<file path="config.mk">
export PLATFORM = sky130hd
export DESIGN_NAME = fault_supervisor
export DESIGN_NICKNAME = d
export VERILOG_FILES = /design/src/rtl/fsup_pkg.sv /design/src/rtl/fsup_edge.sv /design/src/rtl/fsup_blank_timer.sv /design/src/rtl/fsup_fault_latch.sv /design/src/rtl/fsup_channel.sv /design/src/rtl/fault_supervisor.sv
export SDC_FILE = /design/constraint.sdc
export NUM_CORES = 1
export LEC_CHECK = 0
export BUFFER_PORTS_ARGS = -buffer_cell sky130_fd_sc_hd__buf_4
export CAP_MARGIN = 20
export CORE_ASPECT_RATIO = 0.6
export CORE_UTILIZATION = 45
export DETAILED_ROUTE_END_ITERATION = 10
export GPL_TIMING_DRIVEN = 0
export PLACE_DENSITY = 0.66
export SLEW_MARGIN = 30
export SYNTH_ARGS = -nofsm -noshare
export SYNTH_HDL_FRONTEND = slang
export SYNTH_SLANG_ARGS = --single-unit
</file>
<file path="constraint.sdc">
create_clock -name clk -period 5.3 [get_ports clk]
set_clock_uncertainty 0.1 [all_clocks]
set_input_delay 1.325 -clock clk [delete_from_list [all_inputs] [get_ports clk]]
set_output_delay 1.325 -clock clk [all_outputs]
set_load 0.02 [all_outputs]
</file>
<file path="src/rtl/fsup_pkg.sv">
`timescale 1ns/1ps
package fsup_pkg;
    typedef enum logic [1:0] {
        CH_IDLE  = 2'd0,
        CH_RUN   = 2'd1,
        CH_DRAIN = 2'd2
    } ch_state_t;
endpackage

</file>
<file path="src/rtl/fsup_edge.sv">
`timescale 1ns/1ps
module fsup_edge #(
    parameter int NSRC = 3
) (
    input  logic            clk,
    input  logic            rst_n,
    input  logic            por,
    input  logic [NSRC-1:0] src,
    output logic            clr
);
    logic [NSRC-1:0] prev_q;
    logic [NSRC-1:0] chg;

    always_ff @(posedge clk or negedge rst_n) begin
        if (!rst_n) prev_q <= '0;
        else        prev_q <= src;
    end

    for (genvar g = 0; g < NSRC; g++) begin : g_chg
        assign chg[g] = src[g] ^ prev_q[g];
    end

    assign clr = por | (|chg);

    // a source held for two edges never produces a clear by itself
    a_r9_steady_no_clear: assert property (@(posedge clk) disable iff (!rst_n)
        (!por && src == prev_q) |-> !clr);
endmodule

</file>
<file path="src/rtl/fsup_blank_timer.sv">
`timescale 1ns/1ps
module fsup_blank_timer #(
    parameter int BLANK_MS = 22
) (
    input  logic clk,
    input  logic rst_n,
    input  logic clr,
    input  logic cond,
    input  logic ms_tick,
    output logic hit
);
    localparam int CW = $clog2(BLANK_MS + 1);
    localparam logic [CW-1:0] LAST = CW'(BLANK_MS - 1);

    logic [CW-1:0] cnt_q;

    assign hit = cond && ms_tick && !clr && (cnt_q == LAST);

    always_ff @(posedge clk or negedge rst_n) begin
        if (!rst_n) begin
            cnt_q <= '0;
        end else if (clr || !cond) begin
            cnt_q <= '0;
        end else if (ms_tick) begin
            if (cnt_q == LAST) cnt_q <= '0;
            else               cnt_q <= cnt_q + 1'b1;
        end
    end

    a_r4_count_bound: assert property (@(posedge clk) disable iff (!rst_n)
        cnt_q <= LAST);
    a_r4_restart: assert property (@(posedge clk) disable iff (!rst_n)
        !cond |=> cnt_q == '0);
endmodule

</file>
<file path="src/rtl/fsup_fault_latch.sv">
`timescale 1ns/1ps
module fsup_fault_latch #(
    parameter int NCH = 2
) (
    input  logic           clk,
    input  logic           rst_n,
    input  logic           clr,
    input  logic           prot_dis,
    input  logic [NCH-1:0] ov_flag,
    input  logic [NCH-1:0] uv_hit,
    input  logic           hot,
    output logic [NCH-1:0] ov_lat,
    output logic           uv_lat,
    output logic           ot_lat
);
    logic [NCH-1:0] ov_set;
    assign ov_set = ov_flag & {NCH{~prot_dis}};

    always_ff @(posedge clk or negedge rst_n) begin
        if (!rst_n) begin
            ov_lat <= '0;
            uv_lat <= 1'b0;
            ot_lat <= 1'b0;
        end else if (clr) begin
            ov_lat <= '0;
            uv_lat <= 1'b0;
            ot_lat <= 1'b0;
        end else begin
            ov_lat <= ov_lat | ov_set;
            uv_lat <= uv_lat | ((|uv_hit) & ~prot_dis);
            ot_lat <= ot_lat | hot;
        end
    end

    a_r10_clear_wins: assert property (@(posedge clk) disable iff (!rst_n)
        clr |=> (ov_lat == '0 && !uv_lat && !ot_lat));
    a_r9_ov_sticky: assert property (@(posedge clk) disable iff (!rst_n)
        !clr |=> ((ov_lat & $past(ov_lat)) == $past(ov_lat)));
    a_r8_ot_sets: assert property (@(posedge clk) disable iff (!rst_n)
        (hot && !clr) |=> ot_lat);
    a_r7_no_ov_when_dis: assert property (@(posedge clk) disable iff (!rst_n)
        (prot_dis && ov_lat == '0) |=> ov_lat == '0);
    a_r3_ov_sets: assert property (@(posedge clk) disable iff (!rst_n)
        (!prot_dis && !clr && |ov_flag) |=> |ov_lat);
endmodule

</file>
<file path="src/rtl/fsup_channel.sv">
`timescale 1ns/1ps
module fsup_channel
    import fsup_pkg::*;
(
    input  logic clk,
    input  logic rst_n,
    input  logic want_on,
    input  logic stop,
    input  logic low_flag,
    output logic sw_en,
    output logic dis_en,
    output logic idle
);
    ch_state_t state_q, state_d;

    always_ff @(posedge clk or negedge rst_n) begin
        if (!rst_n) state_q <= CH_IDLE;
        else        state_q <= state_d;
    end

    always_comb begin
        state_d = state_q;
        unique case (state_q)
            CH_IDLE: begin
                if (want_on) state_d = CH_RUN;
            end
            CH_RUN: begin
                if (!want_on) state_d = stop ? CH_IDLE : CH_DRAIN;
            end
            CH_DRAIN: begin
                if (want_on)              state_d = CH_RUN;
                else if (stop || low_flag) state_d = CH_IDLE;
            end
            default: state_d = CH_IDLE;
        endcase
    end

    always_comb begin
        sw_en  = (state_q == CH_RUN);
        dis_en = (state_q == CH_DRAIN);
        idle   = (state_q == CH_IDLE);
    end

    a_r5_drain_from_run: assert property (@(posedge clk) disable iff (!rst_n)
        (state_q == CH_RUN && !want_on && !stop) |=> dis_en);
    a_r6_drain_ends: assert property (@(posedge clk) disable iff (!rst_n)
        (state_q == CH_DRAIN && low_flag && !want_on) |=> idle);
endmodule

</file>
<file path="src/rtl/fault_supervisor.sv">
`timescale 1ns/1ps
module fault_supervisor #(
    parameter int NCH      = 2,
    parameter int BLANK_MS = 22
) (
    input  logic           clk,
    input  logic           rst_n,
    input  logic           por,
    input  logic           ms_tick,
    input  logic           prot_dis,
    input  logic           run_en,
    input  logic [NCH-1:0] chan_en,
    input  logic [NCH-1:0] ov_flag,
    input  logic [NCH-1:0] uv_flag,
    input  logic [NCH-1:0] low_flag,
    input  logic           hot,
    output logic [NCH-1:0] ov_lat,
    output logic           uv_lat,
    output logic           ot_lat,
    output logic [NCH-1:0] sw_en,
    output logic [NCH-1:0] dis_en,
    output logic [NCH-1:0] lsd_force
);
    localparam int NSRC = NCH + 1;

    logic           clr;
    logic [NCH-1:0] uv_hit;
    logic [NCH-1:0] want_on;
    logic [NCH-1:0] ch_dis;
    logic [NCH-1:0] ch_idle;
    logic           stop;
    logic           guard;

    fsup_edge #(.NSRC(NSRC)) u_edge (
        .clk   (clk),
        .rst_n (rst_n),
        .por   (por),
        .src   ({chan_en, run_en}),
        .clr   (clr)
    );

    fsup_fault_latch #(.NCH(NCH)) u_latch (
        .clk      (clk),
        .rst_n    (rst_n),
        .clr      (clr),
        .prot_dis (prot_dis),
        .ov_flag  (ov_flag),
        .uv_hit   (uv_hit),
        .hot      (hot),
        .ov_lat   (ov_lat),
        .uv_lat   (uv_lat),
        .ot_lat   (ot_lat)
    );

    assign stop  = ot_lat | prot_dis | (|ov_lat);
    assign guard = ~ot_lat & ~prot_dis;

    for (genvar c = 0; c < NCH; c++) begin : g_ch
        assign want_on[c] = run_en & chan_en[c] & ~uv_lat & ~ot_lat & ~(|ov_lat);

        fsup_blank_timer #(.BLANK_MS(BLANK_MS)) u_timer (
            .clk     (clk),
            .rst_n   (rst_n),
            .clr     (clr),
            .cond    (uv_flag[c] & sw_en[c] & ~prot_dis),
            .ms_tick (ms_tick),
            .hit     (uv_hit[c])
        );

        fsup_channel u_ch (
            .clk      (clk),
            .rst_n    (rst_n),
            .want_on  (want_on[c]),
            .stop     (stop),
            .low_flag (low_flag[c]),
            .sw_en    (sw_en[c]),
            .dis_en   (ch_dis[c]),
            .idle     (ch_idle[c])
        );

        assign dis_en[c]    = ch_dis[c] & guard;
        assign lsd_force[c] = guard & ((|ov_lat) | (&ch_idle));
    end

    a_r8_ot_quiet: assert property (@(posedge clk) disable iff (!rst_n)
        ($past(ot_lat) && ot_lat) |-> (sw_en == '0 && dis_en == '0 && lsd_force == '0));
    a_r3_ov_clamp: assert property (@(posedge clk) disable iff (!rst_n)
        (|ov_lat && guard) |-> (&lsd_force));
    a_r5_uv_stops: assert property (@(posedge clk) disable iff (!rst_n)
        ($past(uv_lat) && uv_lat) |-> sw_en == '0);
    a_r7_no_discharge_dis: assert property (@(posedge clk) disable iff (!rst_n)
        prot_dis |-> (dis_en == '0 && lsd_force == '0));
endmodule

</file>
; ---- Yosys cells after proc, flatten, opt, wreduce, memory -nomap -nowiden
; Index checks and enable logic that the tools add are counted.
[op_classes]
add_sub_neg = 2
eq_ne = 12
n_mux = 20
bitwise_logic = 32
n_reduce_logical = 23
[op_table]
columns = cell, count
row1 = 5-bit 2-to-1 mux, 6
row2 = 2-bit 2-to-1 mux, 10
row3 = 1-bit bitwise AND, 17
row4 = 2-bit case mux with 3 select lines, 2
row5 = "5-bit by 1-bit adder with 5-bit output, second input constant", 2
row6 = "5-bit == test, second input constant", 2
row7 = 1-bit logical AND, 6
row8 = "3-bit by 2-bit != test with 1-bit output, second input constant", 2
row9 = 1-bit bitwise OR, 6
row10 = 3-bit AND reduction, 2
row11 = "2-bit by 1-bit == test with 1-bit output, second input constant", 2
row12 = "2-bit == test, second input constant", 2
row13 = 2-bit logical NOT, 2
row14 = 1-bit logical OR, 4
row15 = "2-bit by 1-bit != test with 1-bit output, second input constant", 2
row16 = "2-bit != test, second input constant", 2
row17 = 1-bit inverter, 4
row18 = 2-bit nonzero test, 2
row19 = 2-bit OR reduction, 2
row20 = 1-bit logical NOT, 3
row21 = 3-bit OR reduction, 1
row22 = 1-bit bitwise XOR, 3
row23 = 2-bit bitwise AND, 1
row24 = 1-bit 2-to-1 mux, 2
row25 = 2 further kinds, 2
[word_totals]
regBits = 21
input_bits = 15
output_inout_bits = 10
word_cells = 97

; ---- Longest topological paths before layout
; Gate-level depths: netlist of run 1.
[logic_depth]
depth_word = 10
ltp_mapped = 5
mapped_depth_nobuf = 5

; ---- By module
; From an unflattened synthesis of run 1, not the netlist that was laid out.
[unflattened]
hier_cells = 119
hier_area_um2 = 1156.1
[modules_own_cells]
columns = mod, instances, cells_per_inst, area_each_um2, seq_area_each_um2
row1 = fsup_blank_timer, 2, 32, 309.0, 125.1
row2 = fsup_channel, 2, 9, 95.1, 50.0
row3 = fsup_fault_latch, 1, 15, 153.9, 100.1
row4 = fsup_edge, 1, 7, 108.9, 75.1
row5 = fault_supervisor, 1, 15, 85.1, 0.0

; ---- Worst setup path after synthesis of run 1
; No wires, ideal clock.
[synth_path]
path_kind = input to output
start = input prot_dis
end = output lsd_force[1]
arrival_ns = 2.198
t_required_ns = 3.875
path_slack_ns = 1.677
path_stages = 2
path_buffers = 1
path_cell_list = a211oi_1 buf_4
[synth_between]
elab_chain_len = 3
[synth_rtl]
columns = item, line
row1 = from (decl), fault_supervisor.sv:10  ; input logic prot_dis,
row2 = 1-bit inverter, fault_supervisor.sv:56  ; assign guard = ~ot_lat & ~prot_dis;
row3 = 1-bit bitwise AND, fault_supervisor.sv:56
row4 = 1-bit bitwise AND, fault_supervisor.sv:82  ; assign lsd_force[c] = guard & ((|ov_lat) | (&ch_idle));
row5 = to (decl), fault_supervisor.sv:22  ; output logic [NCH-1:0] lsd_force
; Every way passes these cells.

; ---- Worst setup path after layout of run 1
; Same ends and word-level chain as after synthesis.

==> results.md, run 1 <==
* Max-slew violation count at 0
* Pin count of the biggest net entering global routing at 22
* P per Cell Area at between 200 and 250 mW/mm2
* Synth top area cells: sky130_fd_sc_hd__dfrtp_1 44%, sky130_fd_sc_hd__a211oi_2 4.2%, sky130_fd_sc_hd__ha_1 4.2%
* Congestion Overflow GR at 0
* Worst Setup Start Kind: input pin
* Max incr delay on CP at about 0.29 ns
* Share of cells above drive strength 1 at 29.1%
* Most area-hungry cell type in the Yosys netlist: sky130_fd_sc_hd__dfrtp_1
* Met3 track utilization from global routing at under 10%
* Tightest slew margin relative to the limit at between 70 and 80%
* Count of fill cells added during filler insertion at roughly 220
* Synthesis warning total at 0
* Post-layout minimum cycle time at ~3.5 ns
* Detail Placement HPWL at between 1.5 and 2 mm
* Worst setup timing slack at the placement stage at ~1.8 ns
* Fraction of the core area covered by cells at the end of the flow at roughly 58%
* Clock tree root buffer cell: sky130_fd_sc_hd__clkbuf_8
* Post-CTS setup buffer count at 0
* Unrepaired setup endpoints after global routing: false
* Die boundary height at between 40 and 50 um
* Ys async rst share at 100%
* Share of the synthesized area in the top cell type at 44.0%
* Post-detailed-route DRC marker count at 0
* Horizontal die dimension at a little under 70 um
* Most common flop cell mapped by yosys: sky130_fd_sc_hd__dfrtp_1
* Crit path setup slack, layout at 1.84 ns
* Layer with the highest usage after global routing: met1
* Detailed-routing iteration count for the pre-antenna-repair pass at 4
* Number of hold-slack violations in the final timing report at 0
* Maximum net fanout on the critical path at 7
* FF+latch count, synth at 21
* Worst-skew pair later-pin latency at about 0.26 ns
* Maximum achievable frequency at around 0.29 GHz
* Combined buffer and inverter count along the critical path at 3
* Routed wire length at roughly 2.5 mm
* Post-route standard cell area excluding fillers at 0.00145 mm2
* Post-Layout Cell Count at approximately 170
* Class of the tightest hold or removal check: flop to flop
* Finish-stage setup viols at 0
* Maximum number of buffers from clock root to sink at 2
* Series of cell instances along the critical path: buf_4, a211oi_1, buf_4, buf_4
* Area used by multi-input combinational logic at about 600 um2
* Synthesized area divided by synthesized cell count at 10.5 um2
* Share of synthesized area occupied by flip-flops and latches at about 44%
* Via count of the first global-routing pass at 847
* Total core area at 0.00250 mm2
* Leakage at around 0.00063 uW
* Arrival time of data at the critical path endpoint at a little over 2 ns
* GPL Wtd Cong at 0.787
* Worst-Margin Slew at 0.430 ns
* Final Cycle Share at 65.4%
* Synth unique cells at 33
* FF/Latch Area at around 530 um2
* Met1 demand-to-capacity share in global routing at between 30% and 40%
* GRT Overall Usage at 20.3%
* Number of buffers added by the clock tree synthesis step at 3
* Cell count after synthesis at around 110
* Total placed instance area at roughly 0.0014 mm2
* Number of levels in the clock H-tree at 1
* Post-synth design cell area at between 0.001 and 0.0015 mm2
* Iteration-0 DRC Markers at 49
* Met2 track utilization from global routing at a little over a quarter
* Max-Cap Viols at 0
* Most instantiated library cell after synthesis: sky130_fd_sc_hd__dfrtp_1
* Critical path data required time at slightly below 4 ns
* Critical path's slowest cell: sky130_fd_sc_hd__a211oi_1
* Post-CTS Hold Fix Bufs at 0
* Worst path most repeated cell: sky130_fd_sc_hd__buf_4
* Total inserted antenna cells at 0
* Instance count after placement with tap cells included at 169
* Number of antenna violations at the first check in global routing at 0
* CTS tree: yes
* Layout overhead on the synthesized area at 21.7%
* Synthesized netlist net count at between 100 and 150
* Initial cell density of the core at between 40 and 50%
* Worst vdd rail ir drop at around 0.00017 V
* Layout net count at 161
* Post-cts gate resize count at 0
* Antenna violation net count after detailed routing at 0
* Overall via count from detail_route at around 950
* # rows at 14
* Global-route wire length before repair at 4.20 mm
* Number of buffers inserted by port buffering at 23
* Number of vias per cell after detailed routing at ~5.5
* I/O pin count at 25
* Most frequent cells after synthesis: 21 x sky130_fd_sc_hd__dfrtp_1, 7 x sky130_fd_sc_hd__a21oi_1, 7 x sky130_fd_sc_hd__nor2_1
* Clock transition at path regs at 0.07 ns
* Routed wirelength normalized by instance count at about 14 um
* Number of synthesized flops with an enable pin at 0
* Total negative slack for setup checks at 0 ns
* Largest delay share family, worst path: buffers and inverters
* Endpoint kind of the worst setup timing path: primary output
* CTS sink count at 21
* Die area at ~0.0029 mm2
* Worst setup path category: input pin to primary output
* Outcome: complete, no violations
sequential cells by signal (all words and copies together) (netlist names):
| signal | count |
|---|---|
| u_edge.prev_q | 3 |
| g_ch.u_timer.cnt_q | 10 |
| u_latch.ot_lat | 1 |
| u_latch.uv_lat | 1 |
| g_ch.u_ch.state_q | 4 |
| u_latch.ov_lat | 2 |
final timing paths:
check | startpoint | slack (ns) | end | cells past startpoint
worst max-delay path | prot_dis | 1.84 | lsd_force[1] | 4
worst min-delay path | u_latch.ov_lat[1] | 0.47 | u_latch.ov_lat[1] | 2
worst max register to register | u_edge.prev_q[2] | 3.59 | g_ch[0].u_timer.cnt_q[1] | 5
worst min register to register | u_latch.ov_lat[1] | 0.47 | u_latch.ov_lat[1] | 2
max in group asynchronous | rst_n | 4.05 | g_ch[0].u_timer.cnt_q[3] | 1
min in group asynchronous | rst_n | 0.84 | u_edge.prev_q[2] | 1
layout make-up:
type / count / area share (%)
multi-input combinational: 81 / 41.1
sequential: 21 / 36.2
timing repair buffer: 23 / 11.9
buffer: 7 / 3.62
clock buffer: 3 / 2.84
tap: 32 / 2.76
inverter: 5 / 1.29
clock inverter: 1 / 0.345
per-stage QoR:
stage | hold WS, ns | total power [uW]
2_1_floorplan | 0.451 | 193
5_1_grt | 0.490 | 330
3_5_place_dp | 0.446 | 215
3_3_place_gp | 0.440 | 214
6_report | 0.465 | 313
4_1_cts | 0.467 | 319
power breakdown:
group	leakage [uW]	internal [uW]	switching, uW	total [uW]
Clock	0.0000255	52.3	49.9	102
Combinational	0.000316	21.3	22.8	44.1
Sequential	0.000284	164	3.67	167
worst reg2reg max path, cell delays in order (launching register included):
cell and delay (ns):
sky130_fd_sc_hd__dfrtp_1 0.37, sky130_fd_sc_hd__xor2_1 0.16, sky130_fd_sc_hd__or4_4 0.50, sky130_fd_sc_hd__buf_6 0.15, sky130_fd_sc_hd__buf_6 0.14, sky130_fd_sc_hd__a211oi_2 0.19
cell usage in the layout, fill, tap and decap left out, types with 2 or more instances in the layout:
master,count
sky130_fd_sc_hd__buf_4,26
sky130_fd_sc_hd__clkbuf_1,2
sky130_fd_sc_hd__nor4_1,2
sky130_fd_sc_hd__clkbuf_8,3
sky130_fd_sc_hd__nand4bb_1,2
sky130_fd_sc_hd__inv_1,5
sky130_fd_sc_hd__nor2_1,7
sky130_fd_sc_hd__xor2_1,3
sky130_fd_sc_hd__and3_1,3
sky130_fd_sc_hd__o21ai_0,5
sky130_fd_sc_hd__ha_1,4
sky130_fd_sc_hd__a31oi_1,2
sky130_fd_sc_hd__nand4b_1,2
sky130_fd_sc_hd__nor2b_1,4
sky130_fd_sc_hd__nand2b_1,4
sky130_fd_sc_hd__a211oi_1,4
sky130_fd_sc_hd__nor4b_1,2
sky130_fd_sc_hd__nor3b_1,2
sky130_fd_sc_hd__buf_6,2
sky130_fd_sc_hd__nand2_1,5
sky130_fd_sc_hd__a211oi_2,4
sky130_fd_sc_hd__nand3b_1,5
sky130_fd_sc_hd__dfrtp_1,21
sky130_fd_sc_hd__mux2i_1,2
sky130_fd_sc_hd__and4b_1,2
sky130_fd_sc_hd__a21oi_1,7
sky130_fd_sc_hd__nand4_1,2
sky130_fd_sc_hd__nor3_2,2
routing by layer:
layer  vias to the layer above  part of all wire (%)  wire (um)
li1                        472                     -          -
met1                       468                    52       1290
met2                        13                    44       1090
met3                         0                   4.0        100
met4                         0                     0          0
met5                         -                     0          0
logic make-up (layout without fill, tap and decap cells):
group	Yosys count	count (layout)	synth area share [%]
mux	3	3	2.62
compound gates	24	24	14.2
xor+xnor	3	3	2.20
simple gates	47	47	26.8
flops	21	21	44.0
fa+ha+maj	4	4	4.19
buf+inv	12	39	5.97
Note: power is estimated with default switching activity, not from simulation.
==> run 2: changes to the inputs <==
ABC_AREA = 1   (was unset)
PLACE_DENSITY = 0.68   (was 0.66)
clock period = 2.9 ns   (was 5.3 ns; I/O delays follow)
==> run 2 against run 1 <==
Compared with the run above: setup slack got worse by 1.4 ns; sequential power increased by 81%; sequential cell count unchanged; core utilization increased by 0.33 points; total power increased by 87%; register-to-register slack got worse by 2.2 ns; largest cell class unchanged; highest routed layer is now met4.
==> results.md, run 2 <==
* GPL Wtd Cong at 0.842 (was 0.787)
* Overall via count from detail_route at 1075 (was 953)
* Most frequent cells after synthesis: 41 x sky130_fd_sc_hd__nand2_1, 29 x sky130_fd_sc_hd__inv_1, 21 x sky130_fd_sc_hd__dfrtp_1 (was 21 x sky130_fd_sc_hd__dfrtp_1, 7 x sky130_fd_sc_hd__a21oi_1, 7 x sky130_fd_sc_hd__nor2_1)
* FF/Latch Area at 526 um2 (unchanged)
* Synth top area cells: sky130_fd_sc_hd__dfrtp_1 43%, sky130_fd_sc_hd__nand2_1 13%, sky130_fd_sc_hd__inv_1 9.0% (was sky130_fd_sc_hd__dfrtp_1 44%, sky130_fd_sc_hd__a211oi_2 4.2%, sky130_fd_sc_hd__ha_1 4.2%)
* Worst vdd rail ir drop at 0.000335 V (was 0.000170 V)
* GRT Overall Usage at 20.2% (was 20.3%)
* Startpoint of the lowest-slack register-to-register path: g_ch[1].u_timer.cnt_q[1] (was u_edge.prev_q[2])
* # rows at 14 (unchanged)
* Iteration-0 DRC Markers at 75 (was 49)
* Total inserted antenna cells at 0 (unchanged)
* Total negative slack for setup checks at 0 ns (unchanged)
* Pin count of the biggest net entering global routing at 22 (unchanged)
* Critical path data required time at 2.08 ns (was 3.88 ns)
* Endpoint kind of the worst setup timing path: primary output (unchanged)
* Post-synth design cell area at 0.00122 mm2 (was 0.00119 mm2)
* Worst Setup Start Kind: input pin (unchanged)
* FF+latch count, synth at 21 (unchanged)
* Synthesis warning total at 0 (unchanged)
* Share of cells above drive strength 1 at 21.6% (was 29.1%)
* Worst-skew pair later-pin latency at 0.26 ns (about the same)
* I/O pin count at 25 (unchanged)
* Max-Cap Viols at 0 (unchanged)
* Flip-flop count of the largest register after layout at 10 (unchanged)
* Post-layout minimum cycle time at about 2.5 ns
* Routed wirelength normalized by instance count at 11.6 um (was 14.3 um)
* Outcome: complete, no violations (unchanged)
* Via count of the first global-routing pass at 1028 (was 847)
* Leakage at 0.000809 uW (was 0.000626 uW)
* Commonest non-fill, non-tap cell in the layout: sky130_fd_sc_hd__nand2_1 (was sky130_fd_sc_hd__buf_4)
* Post-cts gate resize count at 0 (unchanged)
* P per Cell Area at 396 mW/mm2 (was 216 mW/mm2)
* Reg-to-reg slack, setup at 1.38 ns (was 3.59 ns)
* Worst setup path category: input pin to primary output (unchanged)
* Area used by multi-input combinational logic at 556 um2 (was 597 um2)
* R2R depth at 9 (was 5)
* Synthesized netlist net count at 181 (was 133)
* Number of vias per cell after detailed routing at 4.84 (was 5.51)
* Maximum net fanout on the critical path at 4 (was 7)
* CTS tree: yes (unchanged)
* Max-slew violation count at 0 (unchanged)
* Count of fill cells added during filler insertion at 233 (was 222)
* Post-CTS setup buffer count at 0 (unchanged)
* Initial cell density of the core at 47.9% (was 47.7%)
* Fraction of the core area covered by cells at the end of the flow at 58.3% (was 58.0%)
* Arrival time of data at the critical path endpoint at 1.63 ns (was 2.04 ns)
* Worst-Margin Slew at 0.334 ns (was 0.430 ns)
* Post-detailed-route DRC marker count at 0 (unchanged)
* Detailed-routing iteration count for the pre-antenna-repair pass at 4 (unchanged)
* Class of the tightest hold or removal check: input pin to async pin (was flop to flop)
* Antenna violation net count after detailed routing at 0 (unchanged)
* Maximum achievable frequency at slightly above 0.4 GHz
* Ys async rst share at 100% (unchanged)
* Number of synthesized flops with an enable pin at 0 (unchanged)
* Share of the synthesized area in the top cell type at 43.2% (was 44.0%)
* Congestion Overflow GR at 0 (unchanged)
* Register ranked first by flip-flop count: g_ch.u_timer.cnt_q (unchanged)
* Post-CTS Hold Fix Bufs at 0 (unchanged)
* Die area at 0.00292 mm2 (was 0.00287 mm2)
* Horizontal die dimension at 69.1 um (was 68.5 um)
* Layout net count at 210 (was 161)
* Largest registers in the final layout: g_ch.u_timer.cnt_q (10), g_ch.u_ch.state_q (4), u_edge.prev_q (3) (unchanged)
* Number of levels in the clock H-tree at 1 (unchanged)
* Number of buffers added by the clock tree synthesis step at 3 (unchanged)
* Commonest cells after routing, fill and taps aside: 41 x sky130_fd_sc_hd__nand2_1, 29 x sky130_fd_sc_hd__inv_1, 27 x sky130_fd_sc_hd__buf_4 (was 26 x sky130_fd_sc_hd__buf_4, 21 x sky130_fd_sc_hd__dfrtp_1, 7 x sky130_fd_sc_hd__a21oi_1, 7 x sky130_fd_sc_hd__nor2_1)
* FF-to-FF End: g_ch[1].u_timer.cnt_q[2] (was g_ch[0].u_timer.cnt_q[1])
* Layout overhead on the synthesized area at 21.8% (was 21.7%)
* Synth unique cells at 23 (was 33)
* Total core area at 0.00254 mm2 (was 0.00250 mm2)
* Clock transition at path regs at 0.08 ns (was 0.07 ns)
* Tightest slew margin relative to the limit at 77.5% (was 71.3%)
* CTS sink count at 21 (unchanged)
* Final-layout worst hold slack at 0.229 ns (was 0.465 ns)
* Clock tree root buffer cell: sky130_fd_sc_hd__clkbuf_8 (unchanged)
* Global-route wire length before repair at 4.47 mm (was 4.20 mm)
* Number of antenna violations at the first check in global routing at 0 (unchanged)
* Maximum number of buffers from clock root to sink at 2 (unchanged)
* Routed wire length at 2.57 mm (was 2.48 mm)
* Final Cycle Share at around 84%
* Share of synthesized area occupied by flip-flops and latches at 43.2% (was 44.0%)
* Number of hold-slack violations in the final timing report at 0 (unchanged)
* Most common flop cell mapped by yosys: sky130_fd_sc_hd__dfrtp_1 (unchanged)
* Cell count after synthesis at 162 (was 114)
* Most instantiated library cell after synthesis: sky130_fd_sc_hd__nand2_1 (was sky130_fd_sc_hd__dfrtp_1)
* Detail Placement HPWL at 1.99 mm (was 1.89 mm)
* Most area-hungry cell type in the Yosys netlist: sky130_fd_sc_hd__dfrtp_1 (unchanged)
* Number of buffers inserted by port buffering at 24 (was 23)
* Total placed instance area at 0.00144 mm2 (was 0.00141 mm2)
* Die boundary height at 42.3 um (was 41.9 um)
* Post-route standard cell area excluding fillers at 0.00148 mm2 (was 0.00145 mm2)
* Finish-stage setup viols at 0 (unchanged)
* Unrepaired setup endpoints after global routing: false (unchanged)
* Synthesized area divided by synthesized cell count at 7.51 um2 (was 10.5 um2)
run 2: changes by cell type after synthesis, moves of 4 or more:
cell | before | now
sky130_fd_sc_hd__a211oi_1 | 4 | 0
sky130_fd_sc_hd__a211oi_2 | 4 | 0
sky130_fd_sc_hd__inv_1 | 5 | 29
sky130_fd_sc_hd__nand2_1 | 5 | 41
sky130_fd_sc_hd__nand2b_1 | 4 | 0
sky130_fd_sc_hd__nand3_1 | 0 | 9
sky130_fd_sc_hd__nor2_1 | 7 | 14
sky130_fd_sc_hd__nor2_2 | 0 | 4
sky130_fd_sc_hd__nor2b_1 | 4 | 0
sky130_fd_sc_hd__nor3_1 | 0 | 6
sky130_fd_sc_hd__o21ai_0 | 5 | 0
sky130_fd_sc_hd__o21ai_1 | 0 | 6
run 2: worst max path at each step:
stage,startpoint,to,cells past startpoint
6_report,prot_dis,lsd_force[1],5
5_1_grt,prot_dis,lsd_force[1],5
4_1_cts,prot_dis,lsd_force[1],5
3_5_place_dp,prot_dis,lsd_force[1],5
3_3_place_gp,prot_dis,lsd_force[1],5
2_1_floorplan,prot_dis,lsd_force[1],3
run 2: metrics by stage:
step	power [uW]	worst slack (ns)	instances
finish	587	0.450	222
detailed placement	397	0.446	218
CTS	593	0.445	222
floorplan	356	0.418	162
global placement	395	0.493	218
global route	613	0.391	222
run 2: logic make-up (layout without fill, tap and decap cells):
| kind of cell | Yosys count | in the layout | synth area share (%) |
|---|---|---|---|
| AOI/OAI and AO/OA | 16 | 16 | 7.30 |
| xor gates and xnor gates | 3 | 3 | 2.16 |
| and+or+nand+nor | 85 | 85 | 32.1 |
| DFF | 21 | 21 | 43.2 |
| adders and majority gates | 4 | 4 | 4.12 |
| buffers and inverters | 33 | 61 | 11.1 |
run 2: final cells by class:
type	instances	area share, %
buffer	3	1.52
clock buffer	4	3.04
inverter	30	7.60
multi-input combinational	108	37.5
sequential	21	35.5
tap	32	2.70
timing repair buffer	24	12.2
run 2: where the power goes:
group / internal, uW / switching, uW / leakage (uW)
Sequential: 299 / 4.20 / 0.000284
Combinational: 37.8 / 49.5 / 0.000503
Clock: 98.1 / 98.3 / 0.0000228
run 2: worst max-delay path, stage by stage:
cell	delay (ns)
sky130_fd_sc_hd__buf_4	0.11
sky130_fd_sc_hd__or2_2	0.32
sky130_fd_sc_hd__a21oi_1	0.20
sky130_fd_sc_hd__buf_4	0.14
sky130_fd_sc_hd__buf_4	0.12
run 2: routing by layer:
layer	GRT usage, %	vias up	part of all wire [%]
li1	-	559	-
met1	27.2	494	52
met2	31.8	20	42
met3	6.97	2	5.9
met4	4.08	0	0.31
met5	0	-	0
==> run 3: changes to the inputs <==
clock period = 2.1 ns   (was 2.9 ns; I/O delays follow)
==> run 3 against run 2 <==
Compared with the run above: non-clock buffer count unchanged; global-route usage unchanged; die area did not move; total power is 39% higher; critical path depth decreased by 1; final cell count did not move; sequential share of layout area fell by 0.33 points; largest power group unchanged.
==> results.md, run 3 (synthesis results as in run 2) <==
* Critical path startpoint: u_latch.ot_lat (was prot_dis)
* Max incr delay on CP at 0.42 ns (was 0.32 ns)
* Design Power at 814 uW (was 587 uW)
* Die area at 0.00292 mm2 (unchanged)
* Number of hold-slack violations in the final timing report at 0 (unchanged)
* Critical path data required time at 1.47 ns (was 2.08 ns)
* Arrival time of data at the critical path endpoint at 1.42 ns (was 1.63 ns)
* Pin count of the biggest net entering global routing at 22 (unchanged)
* I/O pin count at 25 (unchanged)
* Clock transition at path regs at 0.08 ns (about the same)
* Register ranked first by flip-flop count: g_ch.u_timer.cnt_q (unchanged)
* CTS sink count at 21 (unchanged)
* Class of the tightest hold or removal check: input pin to async pin (unchanged)
* Worst Setup Start Kind: flop (was input pin)
* Maximum achievable frequency at between 0.4 and 0.5 GHz
* Critical path's slowest cell: sky130_fd_sc_hd__dfrtp_1 (was sky130_fd_sc_hd__or2_2)
* # rows at 14 (unchanged)
* Clock tree root buffer cell: sky130_fd_sc_hd__clkbuf_8 (unchanged)
* Global-route wire length before repair at 4.47 mm (unchanged)
* Flip-flop count of the largest register after layout at 10 (unchanged)
* Instance count after placement with tap cells included at 218 (unchanged)
* Maximum net fanout on the critical path at 4 (unchanged)
* Post-Layout Cell Count at 222 (unchanged)
* Iteration-0 DRC Markers at 58 (was 75)
* Total negative slack for setup checks at 0 ns (unchanged)
* Final Cycle Share at 97.5%
* Horizontal die dimension at 69.1 um (unchanged)
* Via count of the first global-routing pass at 1028 (unchanged)
* Number of buffers added by the clock tree synthesis step at 3 (unchanged)
* Detailed-routing iteration count for the pre-antenna-repair pass at 4 (unchanged)
* Post-cts gate resize count at 0 (unchanged)
* Number of antenna violations at the first check in global routing at 0 (unchanged)
* GRT Overall Usage at 20.2% (unchanged)
* Antenna violation net count after detailed routing at 0 (unchanged)
* Share of cells above drive strength 1 at 23.2% (was 21.6%)
* Largest delay share family, worst path: flip-flops (was buffers and inverters)
* Tightest slew margin relative to the limit at 77.5% (unchanged)
* Worst setup path category: flop to primary output (was input pin to primary output)
* Outcome: complete, no violations (unchanged)
* GPL Wtd Cong at 0.842 (unchanged)
* Worst vdd rail ir drop at 0.000462 V (was 0.000335 V)
* Post-CTS Hold Fix Bufs at 0 (unchanged)
* Number of levels in the clock H-tree at 1 (unchanged)
* Post-route standard cell area excluding fillers at 0.00150 mm2 (was 0.00148 mm2)
* Number of vias per cell after detailed routing at 4.86 (was 4.84)
* Detail Placement HPWL at 1.99 mm (unchanged)
* Largest registers in the final layout: g_ch.u_timer.cnt_q (10), g_ch.u_ch.state_q (4), u_edge.prev_q (3) (unchanged)
* Number of buffers inserted by port buffering at 24 (unchanged)
* Routed wirelength normalized by instance count at 11.7 um (was 11.6 um)
* Congestion Overflow GR at 0 (unchanged)
* Endpoint kind of the worst setup timing path: primary output (unchanged)
* Worst path most repeated cell: sky130_fd_sc_hd__buf_4 (unchanged)
* Total inserted antenna cells at 0 (unchanged)
* Die boundary height at 42.3 um (unchanged)
* Initial cell density of the core at 47.9% (unchanged)
* Total placed instance area at 0.00144 mm2 (unchanged)
* Routed wire length at 2.61 mm (was 2.57 mm)
* Worst-Margin Slew at 0.334 ns (unchanged)
* Max-Cap Viols at 0 (unchanged)
* Layout net count at 210 (unchanged)
* Startpoint of the lowest-slack register-to-register path: g_ch[1].u_timer.cnt_q[1] (unchanged)
* Combined buffer and inverter count along the critical path at 2 (was 3)
* P per Cell Area at 544 mW/mm2 (was 396 mW/mm2)
* Overall via count from detail_route at 1080 (was 1075)
* CTS tree: yes (unchanged)
* Post-detailed-route DRC marker count at 0 (unchanged)
* Commonest non-fill, non-tap cell in the layout: sky130_fd_sc_hd__nand2_1 (unchanged)
* Unrepaired setup endpoints after global routing: false (unchanged)
* Maximum number of buffers from clock root to sink at 2 (unchanged)
* Leakage at 0.000810 uW (was 0.000809 uW)
* Total core area at 0.00254 mm2 (unchanged)
* Max-slew violation count at 0 (unchanged)
* Layout overhead on the synthesized area at 22.9% (was 21.8%)
* Finish-stage setup viols at 0 (unchanged)
* Post-layout minimum cycle time at just over 2 ns
* Post-CTS setup buffer count at 0 (unchanged)
* Worst-skew pair later-pin latency at 0.26 ns (about the same)
* Commonest cells after routing, fill and taps aside: 41 x sky130_fd_sc_hd__nand2_1, 29 x sky130_fd_sc_hd__inv_1, 27 x sky130_fd_sc_hd__buf_4 (unchanged)
* Series of cell instances along the critical path: or2_2, a21oi_2, buf_4, buf_4 (was buf_4, or2_2, a21oi_1, buf_4, buf_4)
-- run 3: path summary, 6_finish.rpt --
kind,endpoint,slack [ns],cells past startpoint
max in group asynchronous,u_edge.prev_q[0],1.65,1
min in group clk,u_edge.prev_q[1],0.28,1
setup / recovery,lsd_force[1],0.05,4
hold / removal,g_ch[1].u_timer.cnt_q[3],0.03,1
setup reg to reg,g_ch[1].u_timer.cnt_q[2],0.58,9
hold reg to reg,g_ch[0].u_timer.cnt_q[0],0.43,1
-- run 3: final cells by class --
cell class | count | area (um2)
timing repair buffer | 24 | 180
sequential | 21 | 526
buffer | 3 | 22.5
tap | 32 | 40.0
fill | 233 | 1040
inverter | 30 | 113
clock buffer | 4 | 45.0
multi-input combinational | 108 | 569
-- run 3: layer usage --
metal | share of wire, % | up-vias | track usage [%]
li1 | - | 561 | -
met1 | 52 | 495 | 27.2
met2 | 42 | 22 | 31.8
met3 | 5.8 | 2 | 6.97
met4 | 0.31 | 0 | 4.08
met5 | 0 | - | 0
-- run 3: through the flow --
stage | setup slack, ns | util [%] | hold slack [ns]
4_1_cts | 0.00488 | 58.3 | 0.0440
3_3_place_gp | 0.0934 | 56.6 | 0.325
3_5_place_dp | 0.0458 | 56.6 | 0.331
6_report | 0.0520 | 58.9 | 0.0294
5_1_grt | 0.00491 | 58.9 | 0.0450
2_1_floorplan | 0.0181 | - | 0.129
-- run 3: power breakdown --
part / switching, uW / internal (uW)
Clock: 136 / 135
Combinational: 70.9 / 53.0
Sequential: 6.24 / 413
